===== src/rtl/uft_pkg.sv =====
package uft_pkg;

  // What a loaded frame carries on the line.
  typedef enum logic {
    FRM_DATA = 1'b0,
    FRM_IDLE = 1'b1
  } frame_kind_e;

  // Frame format, captured together when a frame is loaded.
  typedef struct packed {
    logic two_stop;
    logic par_en;
    logic long_char;
  } frame_fmt_t;

endpackage


===== src/rtl/uft_frame_pack.sv =====
module uft_frame_pack
  import uft_pkg::*;
#(
  parameter int DATA_W  = 8,
  parameter int FRAME_W = DATA_W + 4,
  parameter int CNT_W   = $clog2(FRAME_W + 1)
) (
  input  logic [DATA_W-1:0]  data,
  input  frame_fmt_t         fmt,
  input  frame_kind_e        kind,
  output logic [FRAME_W-1:0] frame,
  output logic [CNT_W-1:0]   nbits
);

  logic [CNT_W-1:0]  dlen;
  logic [DATA_W-1:0] masked;
  logic              parity;

  always_comb begin
    dlen   = fmt.long_char ? CNT_W'(DATA_W) : CNT_W'(DATA_W - 1);
    masked = data;
    if (!fmt.long_char) masked[DATA_W-1] = 1'b0;
    parity = ^masked;

    // Marks everywhere, then overlay start, data and parity for a data frame.
    frame = '1;
    if (kind == FRM_DATA) begin
      frame[0] = 1'b0;
      for (int i = 0; i < DATA_W; i++) begin
        if (i < int'(dlen)) frame[i+1] = data[i];
      end
      for (int j = 1; j < FRAME_W; j++) begin
        if (fmt.par_en && (j == int'(dlen) + 1)) frame[j] = parity;
      end
    end

    nbits = CNT_W'(1) + dlen + CNT_W'(fmt.par_en)
          + (fmt.two_stop ? CNT_W'(2) : CNT_W'(1));
  end

endmodule


===== src/rtl/uft_bit_timer.sv =====
module uft_bit_timer #(
  parameter int OVS   = 16,
  parameter int SUB_W = $clog2(OVS),
  parameter int LIM_W = $clog2(OVS + 1)
) (
  input  logic             clk,
  input  logic             rst_n,
  input  logic             clear,
  input  logic             run,
  input  logic             tick,
  input  logic [LIM_W-1:0] limit,
  output logic             bit_done
);

  logic [SUB_W-1:0] cnt;

  assign bit_done = run && tick && (LIM_W'(cnt) == limit - LIM_W'(1));

  always_ff @(posedge clk) begin
    if (!rst_n)                cnt <= '0;
    else if (clear || bit_done) cnt <= '0;
    else if (run && tick)      cnt <= cnt + SUB_W'(1);
  end

endmodule


===== src/rtl/uft_shifter.sv =====
module uft_shifter #(
  parameter int FRAME_W = 12,
  parameter int CNT_W   = $clog2(FRAME_W + 1)
) (
  input  logic               clk,
  input  logic               rst_n,
  input  logic               load,
  input  logic [FRAME_W-1:0] frame_in,
  input  logic [CNT_W-1:0]   nbits,
  input  logic               advance,
  output logic               line,
  output logic               last_bit
);

  logic [FRAME_W-1:0] sreg;
  logic [CNT_W-1:0]   left;

  always_ff @(posedge clk) begin
    if (!rst_n) begin
      sreg <= '1;
      left <= '0;
    end else if (load) begin
      sreg <= frame_in;
      left <= nbits - CNT_W'(1);
    end else if (advance) begin
      sreg <= {1'b1, sreg[FRAME_W-1:1]};
      if (left != '0) left <= left - CNT_W'(1);
    end
  end

  assign line     = sreg[0];
  assign last_bit = (left == '0);

endmodule


===== src/rtl/uart_fracstop_tx.sv =====
module uart_fracstop_tx
  import uft_pkg::*;
#(
  parameter int DATA_W = 8,
  parameter int OVS    = 16,
  parameter int FRAC_W = 3
) (
  input  logic              clk,
  input  logic              rst_n,
  input  logic              tick,
  input  logic              in_valid,
  output logic              in_ready,
  input  logic [DATA_W-1:0] in_data,
  input  logic              long_char,
  input  logic              par_en,
  input  logic              two_stop,
  input  logic [FRAC_W-1:0] stop_frac,
  input  logic              idle_req,
  output logic              txd,
  output logic              busy
);

  localparam int FRAME_W    = DATA_W + 4;
  localparam int CNT_W      = $clog2(FRAME_W + 1);
  localparam int LIM_W      = $clog2(OVS + 1);
  localparam int SHORT_BASE = OVS - (2 ** FRAC_W) + 1;

  logic              active;
  frame_kind_e       kind_q;
  logic [FRAC_W-1:0] frac_q;

  logic              take_data, take_idle, load;
  frame_kind_e       kind_now;
  frame_fmt_t        fmt_now;
  logic [FRAME_W-1:0] frame;
  logic [CNT_W-1:0]  nbits;
  logic [LIM_W-1:0]  limit;
  logic              bit_done, line, last_bit, frame_end;

  assign take_data = in_valid && !active;
  assign take_idle = idle_req && !in_valid && !active;
  assign load      = take_data || take_idle;
  assign kind_now  = take_data ? FRM_DATA : FRM_IDLE;
  assign fmt_now   = '{two_stop: two_stop, par_en: par_en, long_char: long_char};

  uft_frame_pack #(.DATA_W(DATA_W), .FRAME_W(FRAME_W), .CNT_W(CNT_W)) u_pack (
    .data  (in_data),
    .fmt   (fmt_now),
    .kind  (kind_now),
    .frame (frame),
    .nbits (nbits)
  );

  // Only the final bit of a data frame takes the shortened length.
  assign limit = (last_bit && (kind_q == FRM_DATA))
               ? LIM_W'(SHORT_BASE) + LIM_W'(frac_q)
               : LIM_W'(OVS);

  uft_bit_timer #(.OVS(OVS), .LIM_W(LIM_W)) u_timer (
    .clk      (clk),
    .rst_n    (rst_n),
    .clear    (load),
    .run      (active),
    .tick     (tick),
    .limit    (limit),
    .bit_done (bit_done)
  );

  uft_shifter #(.FRAME_W(FRAME_W), .CNT_W(CNT_W)) u_shift (
    .clk      (clk),
    .rst_n    (rst_n),
    .load     (load),
    .frame_in (frame),
    .nbits    (nbits),
    .advance  (bit_done),
    .line     (line),
    .last_bit (last_bit)
  );

  assign frame_end = bit_done && last_bit;

  always_ff @(posedge clk) begin
    if (!rst_n) begin
      active <= 1'b0;
      kind_q <= FRM_DATA;
      frac_q <= '1;
    end else if (load) begin
      active <= 1'b1;
      kind_q <= kind_now;
      frac_q <= stop_frac;
    end else if (frame_end) begin
      active <= 1'b0;
    end
  end

  assign txd      = !active || line;
  assign busy     = active;
  assign in_ready = !active;

endmodule


===== config.mk =====
export PLATFORM = sky130hd
export DESIGN_NAME = uart_fracstop_tx
export DESIGN_NICKNAME = d
export VERILOG_FILES = /design/src/rtl/uft_pkg.sv /design/src/rtl/uft_frame_pack.sv /design/src/rtl/uft_bit_timer.sv /design/src/rtl/uft_shifter.sv /design/src/rtl/uart_fracstop_tx.sv
export SDC_FILE = /design/constraint.sdc
export NUM_CORES = 1
export LEC_CHECK = 0
export ABC_AREA = 1
export BUFFER_PORTS_ARGS = -buffer_cell sky130_fd_sc_hd__buf_4
export CAP_MARGIN = 20
export CORE_MARGIN = 2
export CORE_UTILIZATION = 55
export DETAILED_ROUTE_END_ITERATION = 12
export GPL_TIMING_DRIVEN = 0
export PLACE_DENSITY = 0.82
export SETUP_SLACK_MARGIN = 0.02
export SLEW_MARGIN = 20
export SYNTH_ARGS = -nofsm -noshare
export SYNTH_HDL_FRONTEND = slang
export SYNTH_SLANG_ARGS = --single-unit

===== constraint.sdc =====
create_clock -name clk -period 2.9 [get_ports clk]
set_input_delay 0.145 -clock clk [delete_from_list [all_inputs] [get_ports clk]]
set_output_delay 0.145 -clock clk [all_outputs]
set_load 0.1 [all_outputs]

# ---- Word level (Yosys, flattened, before mapping)
# Index checks and enable logic that the tools add are counted.
dict set report classes {
  n_addsub 9
  magnitude_cmp 8
  multipliers 0
  bitwise 2
  n_shift 0
  n_mux 32
  eq_ne 12
  reduce_logical 31
  n_div 0
}
# op count
set ops {}
lappend ops {{$eq A4 B32 Y1 const A} 4}
lappend ops {{$eq A5 B32 Y1 const A} 4}
lappend ops {{$eq A3 B32 Y1 const A} 2}
lappend ops {{$mux W12} 3}
lappend ops {{$eq A2 B32 Y1 const A} 1}
lappend ops {{$mux W1} 23}
lappend ops {{$logic_and A1 B1 Y1} 18}
lappend ops {{$lt A3 B4 Y1 const A} 4}
lappend ops {{$mux W4} 4}
lappend ops {{$lt A1 B4 Y1 const A} 2}
lappend ops {{$lt A2 B4 Y1 const A} 2}
lappend ops {{$reduce_xor A8 Y1} 1}
lappend ops {{$sub A4 B1 Y4 const B} 2}
lappend ops {{$reduce_bool A2 Y1} 3}
lappend ops {{$add A4 B1 Y5 const B} 1}
lappend ops {{$add A4 B3 Y5 const A} 1}
lappend ops {{$eq A4 B5 Y1} 1}
lappend ops {{$mux W5} 1}
lappend ops {{$sub A5 B1 Y5 const B} 1}
lappend ops {{$add A1 B4 Y4 const A} 1}
lappend ops {{$add A4 B1 Y4} 1}
lappend ops {{$add A4 B1 Y4 const B} 1}
lappend ops {{$add A4 B4 Y4} 1}
lappend ops {{$logic_not A4 Y1} 1}
lappend ops {{other kinds (7)} 11}
dict set report word_totals {
  romBits 0
  mem_count 0
  in_bits 19
  reg_bits 25
  ram_bits 0
  latchBits 0
}

# ---- Depth between registers and ports, before layout
# Gate-level depths: netlist (run 1).
dict set report depth {
  depth_word 9
  depth_mapped 16
  ltp_nobuf 15
}

# ---- Hierarchy
# Synthesis (run 1) repeated with hierarchy kept, for this count alone.
dict set report unflattened {
  cells_unflattened 305
  area_unflattened_um2 1878.1
}
# mod area_per_inst_um2 cells_per_inst n_inst seq_area_each_um2
set modules_own_cells {}
lappend modules_own_cells {uft_shifter 815.8 124 1 320.3}
lappend modules_own_cells {uft_frame_pack 414.1 79 1 0.0}
lappend modules_own_cells {uft_bit_timer 362.8 64 1 80.1}
lappend modules_own_cells {uart_fracstop_tx 285.3 38 1 100.1}

# ---- Worst setup path before layout (run 1)
# OpenSTA, ideal clock, no wires.
dict set report synth_timing {
  path_kind {reg2reg}
  start {register active, in the netlist busy}
  end {register u_shift.sreg[5]}
  setup_slack_ps -61
  arrival_time_ps 2828
  synth_period_minus_slack_ps 2961
  path_stages_with_launch 9
  required_ps 2767
  path_cell_list {dfxtp_1 -> inv_1 -> nand2_1 -> nand2_1 -> inv_1 -> clkbuf_1 -> o21ai_0 -> nand2_1 -> nand3_1}
}
dict set report synth_via {
  elab_chain_cells 4
  word_cells_on_any_way 9
  cone_classes {mux (2); reduce/logical (7)}
}
# item line_no
set synth_rtl {}
lappend synth_rtl {{from (decl)} uart_fracstop_tx.sv:28} ;# logic active;
lappend synth_rtl {{from (signal assigned)} uart_fracstop_tx.sv:84} ;# active <= 1'b0;
lappend synth_rtl {{from (signal assigned)} uart_fracstop_tx.sv:88} ;# active <= 1'b1;
lappend synth_rtl {{from (signal assigned)} uart_fracstop_tx.sv:92} ;# active <= 1'b0;
lappend synth_rtl {{$logic_not A1 Y1 (*)} n/a}
lappend synth_rtl {{named net in_ready} uart_fracstop_tx.sv:12} ;# output logic in_ready,
lappend synth_rtl {{$logic_and A1 B1 Y1, on equally long branches} {uart_fracstop_tx.sv:40, uart_fracstop_tx.sv:41}}
lappend synth_rtl {{$mux W12 / $logic_or A1 B1 Y1 (equally long branches)} {uft_frame_pack.sv:27, uart_fracstop_tx.sv:42}}
lappend synth_rtl {{$mux W12 / $reduce_bool A2 Y1 (equally long branches)} n/a}
lappend synth_rtl {{to (signal assigned)} uft_shifter.sv:23} ;# sreg <= frame_in;
lappend synth_rtl {{to (signal assigned)} uft_shifter.sv:26} ;# sreg <= {1'b1, sreg[FRAME_W-1:1]};
lappend synth_rtl {{to (decl)} uft_shifter.sv:15} ;# logic [FRAME_W-1:0] sreg;
# Mark *: on every way through the listed nets, which the timed path passes. The rest lies on a longest branch.
# A chain may end at the register's enable or synchronous reset.

# ---- Worst setup path after layout (run 1)
dict set report layout_timing {
  start {register u_shift.left[0]}
  end {register u_shift.sreg[1]}
}
dict set report layout_via {
  elab_chain_cells 7
}
# item line_no
set layout_rtl {}
lappend layout_rtl {{from (decl)} uft_shifter.sv:16} ;# logic [CNT_W-1:0] left;
lappend layout_rtl {{from (signal assigned)} uft_shifter.sv:24} ;# left <= nbits - CNT_W'(1);
lappend layout_rtl {{from (signal assigned)} uft_shifter.sv:27} ;# if (left != '0) left <= left - CNT_W'(1);
lappend layout_rtl {{$logic_not A4 Y1} uft_shifter.sv:32} ;# assign last_bit = (left == '0);
lappend layout_rtl {{$logic_and A1 B1 Y1} uart_fracstop_tx.sv:55} ;# assign limit = (last_bit && (kind_q == FRM_DATA))
lappend layout_rtl {{$mux W5} uart_fracstop_tx.sv:56} ;# ? LIM_W'(SHORT_BASE) + LIM_W'(frac_q)
lappend layout_rtl {{$sub A5 B1 Y5} uft_bit_timer.sv:17} ;# assign bit_done = run && tick && (LIM_W'(cnt) == limit - LIM_W'(1));
lappend layout_rtl {{$eq A4 B5 Y1} uft_bit_timer.sv:17}
lappend layout_rtl {{$logic_and A1 B1 Y1} uft_bit_timer.sv:17}
lappend layout_rtl {{$reduce_bool A2 Y1 (no source line)} n/a}
# No other way between the ends.

==> impl_results.md, run 1 <==
- Outcome: complete, no violations
- Fin. Hold Viols: 0
- Post-Place Worst Slack: ~0.52 ns
- Die Span Y: between 50 and 60 um
- Drt first pass iters: 4
- Power density cells: 504 mW/mm2
- Mapped cell area: 0.00152 mm2
- Crit. path cell count: 14
- First-pass GRT wire length: approximately 5500 um
- Setup CP Type: flop to flop
- Vias in the first global route: 1,332
- Clk sinks: 23
- Post-Syn Area per Cell: between 6 and 7 um2
- Total grt overflow: 0
- Critical path required time: about 3.1 ns
- Compound-Gate Fraction of Synth Area: under 10%
- Die area: around 0.0032 mm2
- Clk Latency, worst-skew pair: approximately 0.32 ns
- Final Setup Violations: 0
- Longest Clk Path Bufs: 2
- Vias/cell: between 5 and 6
- Initial Util: between 50 and 60%
- Sequential area share after synthesis: between 30 and 40%
- Worst min path class: input port to flop
- Buffer count from post-CTS setup fixing: 0
- Synth Area in Adders: 9.20%
- Tot GR Track Use: 21.6%
- Max VDD drop: 0.000364 V
- Worst Max-Slew Pin Slew: about 0.47 ns
- DR iter-0 viols: 69
- Synth Warn #: 0
- XOR/XNOR Fraction of Synth Area: approximately 6.9%
- Min Tclk post-route: 2.40 ns
- Yosys top cell by area: dfxtp_1
- IO Pins: 22
- Routed WL: ~3200 um
- I/O Buffers: 20
- RD Place Congestion: a little under 0.9
- Syn-to-layout area delta: 14.5%
- H-tree levels: 1
- Synth Flop Type: dfxtp_1
- Top-area cell type share of the netlist area: between 30% and 40%
- Fin Clk Skew: approximately 0.0037 ns
- Post-synthesis register bit count: 23
- Reg2reg path depth: 14
- RSZ-0062 raised after global routing: no
- Critical-path maximum fanout: 10
- Initial antenna violation count: 0
- Clk slew on worst S/H paths: around 0.13 ns
- Fin area: 0.00175 mm2
- Mapped Nets: 250
- Die width: about 57 um
- Setup crit start kind: flop
- Buffers and inverters on the worst path: 3
- Via count: between 1k and 1.5k
- Slowest CP cell: dfxtp_1
- Final worst slack: between 0.5 and 0.6 ns
- Root Buffer: clkbuf_4
- Post-synth EDFFs: 0
- # DRC: 0
- Cells after Synth: about 220
- Max Slew Vio Count: 0
- Leak: about 0.85 nW
- Routed WL per cell: between 10 and 15 um
- Simple-gate portion of the synthesized area: between 30 and 40%
- Top-count cell post-synth: nand2_1
- Finished Core Util: 65.0%
- Post-DP Area: approximately 0.0017 mm2
- Crit path cell chain: inv_1 -> ha_1 -> nand4_1 -> ha_1 -> xnor2_1 -> nor2_1 -> nand3_1 -> nor2_2 -> nand3_2 -> nand2_2 -> inv_1 -> buf_2 -> nand2_1 -> nand3_1
- Fin crit share: between 80% and 90%
- Critical path's top delay family: simple AND/OR/NAND/NOR gates
- Worst setup endpoint: u_shift.sreg[1]
- Antenna viol nets, final: 0
- CTS tree: done
- Min-delay src: stop_frac[1]
- Largest net degree at the start of global routing: 14
- Crit path launch: u_shift.left[0]
- Setup TNS: 0 ns
- Post-synth ARST share: 0%
- Fraction of layout cells with a size suffix above 1: between 10% and 20%
- Nets: between 200 and 300
- Multiplexer share of the synthesized area: 0%
- Critical path data arrival time: between 2 and 3 ns
- Netlist cell types: 26
- Critical Path End Type: flop
- Fmax: 418 MHz
- R2r endpoint: u_shift.sreg[1]
- Resized Gates After CTS: 0
- Area contributors post-synth: dfxtp_1 30%, nand2_1 16%, nand3_1 6.9%
- Rel. slew slack: between 60 and 70%
- Hold_buf cts: 0
- Max Cap Viol: 0
- Row count: 19
- Total CTS buffers: 3
- Hold_ws: roughly 0.018 ns
- Antenna diode count: 0
- R2R setup slack: 0.50 ns
- Reg2reg start: u_shift.left[0]
- Largest family of logic cells by synthesized area: simple AND/OR/NAND/NOR gates
- Commonest cells in the netlist: 63 x nand2_1, 23 x dfxtp_1, 23 x inv_1
- HPWL Detailed: 2420 um
- Max incr delay on CP: about 0.34 ns
- Core area: 0.00269 mm2
## placed cells by master (no fill, tap or decap), types with 2 or more instances in the layout
cell type,synthesis,layout
buf_4,0,20
o211ai_1,5,5
clkbuf_4,0,3
xor2_1,7,7
o21ai_0,11,11
ha_1,8,8
nor2_1,16,16
nand2_1,63,63
fa_1,2,2
clkbuf_1,3,3
buf_6,2,2
inv_1,23,22
nor3_1,2,2
or2_2,5,5
nand4_1,9,9
dfxtp_1,23,22
nand3_1,21,21
xnor2_1,5,5
a21oi_1,6,6
nor2_2,2,2
## through the flow
stage | cells | power (mW)
after CTS | 276 | 0.885
after global routing | 276 | 0.944
final | 276 | 0.880
after global placement | 272 | 0.723
after floorplan | 221 | 0.647
after detailed placement | 272 | 0.731
## flip-flops by register name (all words and copies together) (netlist names)
signal and count:
busy 1, frac_q 3, kind_q 1, u_shift.left 4, u_shift.sreg 10, u_timer.cnt 4
## where the power goes
| group | internal, mW | leakage, nW | switching, mW |
|---|---|---|---|
| clock network | 0.0518 | 0.0177 | 0.105 |
| registers | 0.347 | 0.190 | 0.0237 |
| logic | 0.133 | 0.645 | 0.220 |
| total | 0.532 | 0.853 | 0.348 |
## worst min-delay path, cell delays in order
cell and delay, ns:
buf_4 0.07, nand2_1 0.04, nand3_1 0.06
## worst min path at each step
| stage | cells after the start | endpoint |
|---|---|---|
| global route | 3 | frac_q[1] |
| CTS | 3 | frac_q[1] |
| floorplan | 2 | frac_q[1] |
| finish | 3 | frac_q[1] |
| detailed placement | 3 | frac_q[1] |
| global placement | 3 | frac_q[1] |
## kinds of logic (layout without fill, tap and decap cells)
logic type,count (synthesis),count (layout)
AO/OA/AOI/OAI,25,25
AND/OR/NAND/NOR,122,122
adder cells (fa/ha/maj),10,10
XOR/XNOR,12,12
flip-flops,23,23
buffers and inverters,29,53
## layer usage
layer / up-vias / wire (um) / GRT usage [%] / part of all wire (%)
li1: 763 / - / - / -
met1: 632 / 1450 / 28.1 / 46
met2: 33 / 1520 / 35.0 / 48
met3: 5 / 147 / 3.23 / 4.7
met4: 0 / 44 / 10.2 / 1.4
met5: - / 0 / 0 / 0
## final cells by class
class	count	area (um2)
fill	265	941
multi-input combinational	169	938
sequential	23	462
timing repair buffer	20	150
inverter	23	90.1
buffer	6	38.8
tap	31	38.8
clock buffer	3	22.5
clock inverter	1	5.00
Note: power is estimated with default switching activity, not from simulation.
==> inputs of run 2 (changes only) <==
CORE_UTILIZATION = 51   (was 55)
PLACE_DENSITY = 0.8   (was 0.82)
clock period = 2 ns   (was 2.9 ns; I/O delays follow)
==> impl_results.md, run 2 (same netlist as run 1, synthesis figures left out) <==
- Outcome: finished, violations left
- Failing checks: design-rule violations, negative setup slack
- CTS tree: done
- Leak: 0.940 nW (+10%)
- Fraction of layout cells with a size suffix above 1: 28.1% (+12 points)
- Reg2reg path depth: 15 (+1)
- Min Tclk post-route: 2.18 ns (-0.211 ns)
- Max Cap Viol: 0 (unchanged)
- Vias/cell: 5.31 (+2.3%)
- Die width: 58.7 um (+3.6%)
- Setup CP Type: flop to flop
- Register Area: 469 um2 (+1.6%)
- Total CTS buffers: 3 (unchanged)
- Worst min path class: input port to flop
- Fin Clk Skew: 0.00764 ns (+0.00394 ns)
- Critical path required time: 2.26 ns (-0.85 ns)
- RD Place Congestion: 0.880 (-0.85%)
- Drt first pass iters: 8 (+4)
- Max VDD drop: 0.000372 V (+2.0%)
- DR iter-0 viols: 77 (+12%)
- Via count: 1,545 (+7.8%)
- Antenna diode count: 0 (unchanged)
- Biggest register: u_shift.sreg
- Clk Latency, worst-skew pair: 0.33 ns (about the same)
- Hold path depth: 3 (unchanged)
- Power density cells: 705 mW/mm2 (+40%)
- Critical-path maximum fanout: 6 (-4)
- Root Buffer: clkbuf_4
- # DRC: 2 (+2)
- Most common cell after layout, fill and taps aside: nand2_1
- Total grt overflow: 0 (unchanged)
- Rel. slew slack: 65.1% (-3.5 points)
- RSZ-0062 raised after global routing: yes
- R2R setup slack: -0.18 ns (-0.69 ns)
- Longest Clk Path Bufs: 2 (unchanged)
- Clk sinks: 23 (unchanged)
- Worst Max-Slew Pin Slew: 0.524 ns (+0.0518 ns)
- Critical path data arrival time: 2.45 ns (-0.15 ns)
- Most frequent cells in the layout: 55 x nand2_1, 28 x buf_4, 20 x nand3_1, 18 x dfxtp_1, 17 x inv_1
- Fmax: 458 MHz (+9.7%)
- Finished Core Util: 70.5% (+5.5 points)
- Fill cell count: 232 (-12%)
- Routed WL per cell: 12.6 um (+10%)
- Nets: 290 (+5.5%)
- Critical Path End Type: flop
- Fin. Hold Viols: 0 (unchanged)
- H-tree levels: 1 (unchanged)
- Max Slew Vio Count: 0 (unchanged)
- Syn-to-layout area delta: 29.8%
- Multi-input combinational cell area: 0.00101 mm2 (+8.1%)
- Core area: 0.00281 mm2 (+4.4%)
- First-pass GRT wire length: 6290 um (+14%)
- Die area: 0.00344 mm2 (+7.3%)
- Tot GR Track Use: 23.8% (+2.2 points)
- IO Pins: 22 (unchanged)
- Final Setup Violations: 19 (+19)
- HPWL Detailed: 2510 um (+3.5%)
- Fin crit share: 109% (+27 points)
- Setup crit start kind: flop
- Routed WL: 3670 um (+16%)
- Clk slew on worst S/H paths: 0.13 ns (about the same)
- Row count: 19 (unchanged)
- Antenna viol nets, final: 0 (unchanged)
- Overall power: 1.39 mW (+58%)
- Largest register FFs: 10 (unchanged)
- Largest net degree at the start of global routing: 14 (unchanged)
- Initial antenna violation count: 0 (unchanged)
- Setup TNS: -2.36 ns (-2.36 ns)
- Vias in the first global route: 1,490 (+12%)
- Top flop regs: u_shift.sreg (10), u_shift.left (4), u_timer.cnt (4)
- Die Span Y: 58.7 um (+3.6%)
- I/O Buffers: 20 (unchanged)
- Final worst slack: -0.184 ns (-0.689 ns)
- Initial Util: 54.3% (-2.4 points)
run 2: changes by cell type in the layout (fill, tap and decap cells not counted), sizes merged:
cell         before  now
dlygate4sd3       0    5
buf              23   33
run 2: worst max-delay path, cell delays in order (launching register included):
cell	delay (ns)
dfxtp_2	0.35
inv_2	0.08
ha_4	0.17
nand4_1	0.13
ha_1	0.34
xnor2_1	0.13
nor2_1	0.09
nand3_1	0.09
nor2_2	0.13
nand3_2	0.11
nand2_2	0.11
buf_6	0.14
nand2_8	0.07
nand2_1	0.06
nand2_1	0.04
nor2_1	0.08
run 2: metrics by stage:
stage | instances | hold WS [ns] | setup WS (ns) | instance area [um2]
global placement | 272 | 0.313 | -0.172 | 1770
global route | 291 | 0.0871 | -0.335 | 1980
floorplan | 221 | 0.226 | -0.0472 | 1580
detailed placement | 272 | 0.316 | -0.214 | 1770
finish | 291 | 0.0666 | -0.184 | 1980
CTS | 290 | 0.0654 | -0.190 | 1940
run 2: area by class of cell:
cell class | instances | share of cell area (%)
clock inverter | 1 | 0.253
buffer | 6 | 2.97
clock buffer | 3 | 1.14
timing repair buffer | 35 | 14.0
multi-input combinational | 169 | 51.3
sequential | 23 | 23.7
inverter | 23 | 4.68
tap | 31 | 1.96
run 2: where the power goes:
group          switching (mW)  internal (mW)
logic                   0.371          0.253
clock network           0.151         0.0751
registers              0.0385          0.505
run 2: routing by layer:
layer  up-vias  global-route usage, %  part of all wire, %
li1        797                      -                    -
met5         -                      0                    0
met2        31                   43.3                   50
met1       712                   28.9                   46
met3         5                   2.86                  2.9
met4         0                   8.12                  1.4
run 2: final timing paths:
| check | startpoint | to |
|---|---|---|
| max | u_shift.left[1] | u_shift.left[1] |
| min reg2reg | u_shift.sreg[0] | u_shift.sreg[0] |
| max reg2reg | u_shift.left[1] | u_shift.left[1] |
| min | in_data[2] | u_shift.sreg[3] |
run 2: what timing repair did:
action                                 CTS  global route
cloned                                   1             0
pin swaps                                8             5
resized for setup                        7            12
buffers inserted                         9             1
endpoints found under the hold margin    4             0
setup endpoints to repair               19            19
hold buffers                             5             0
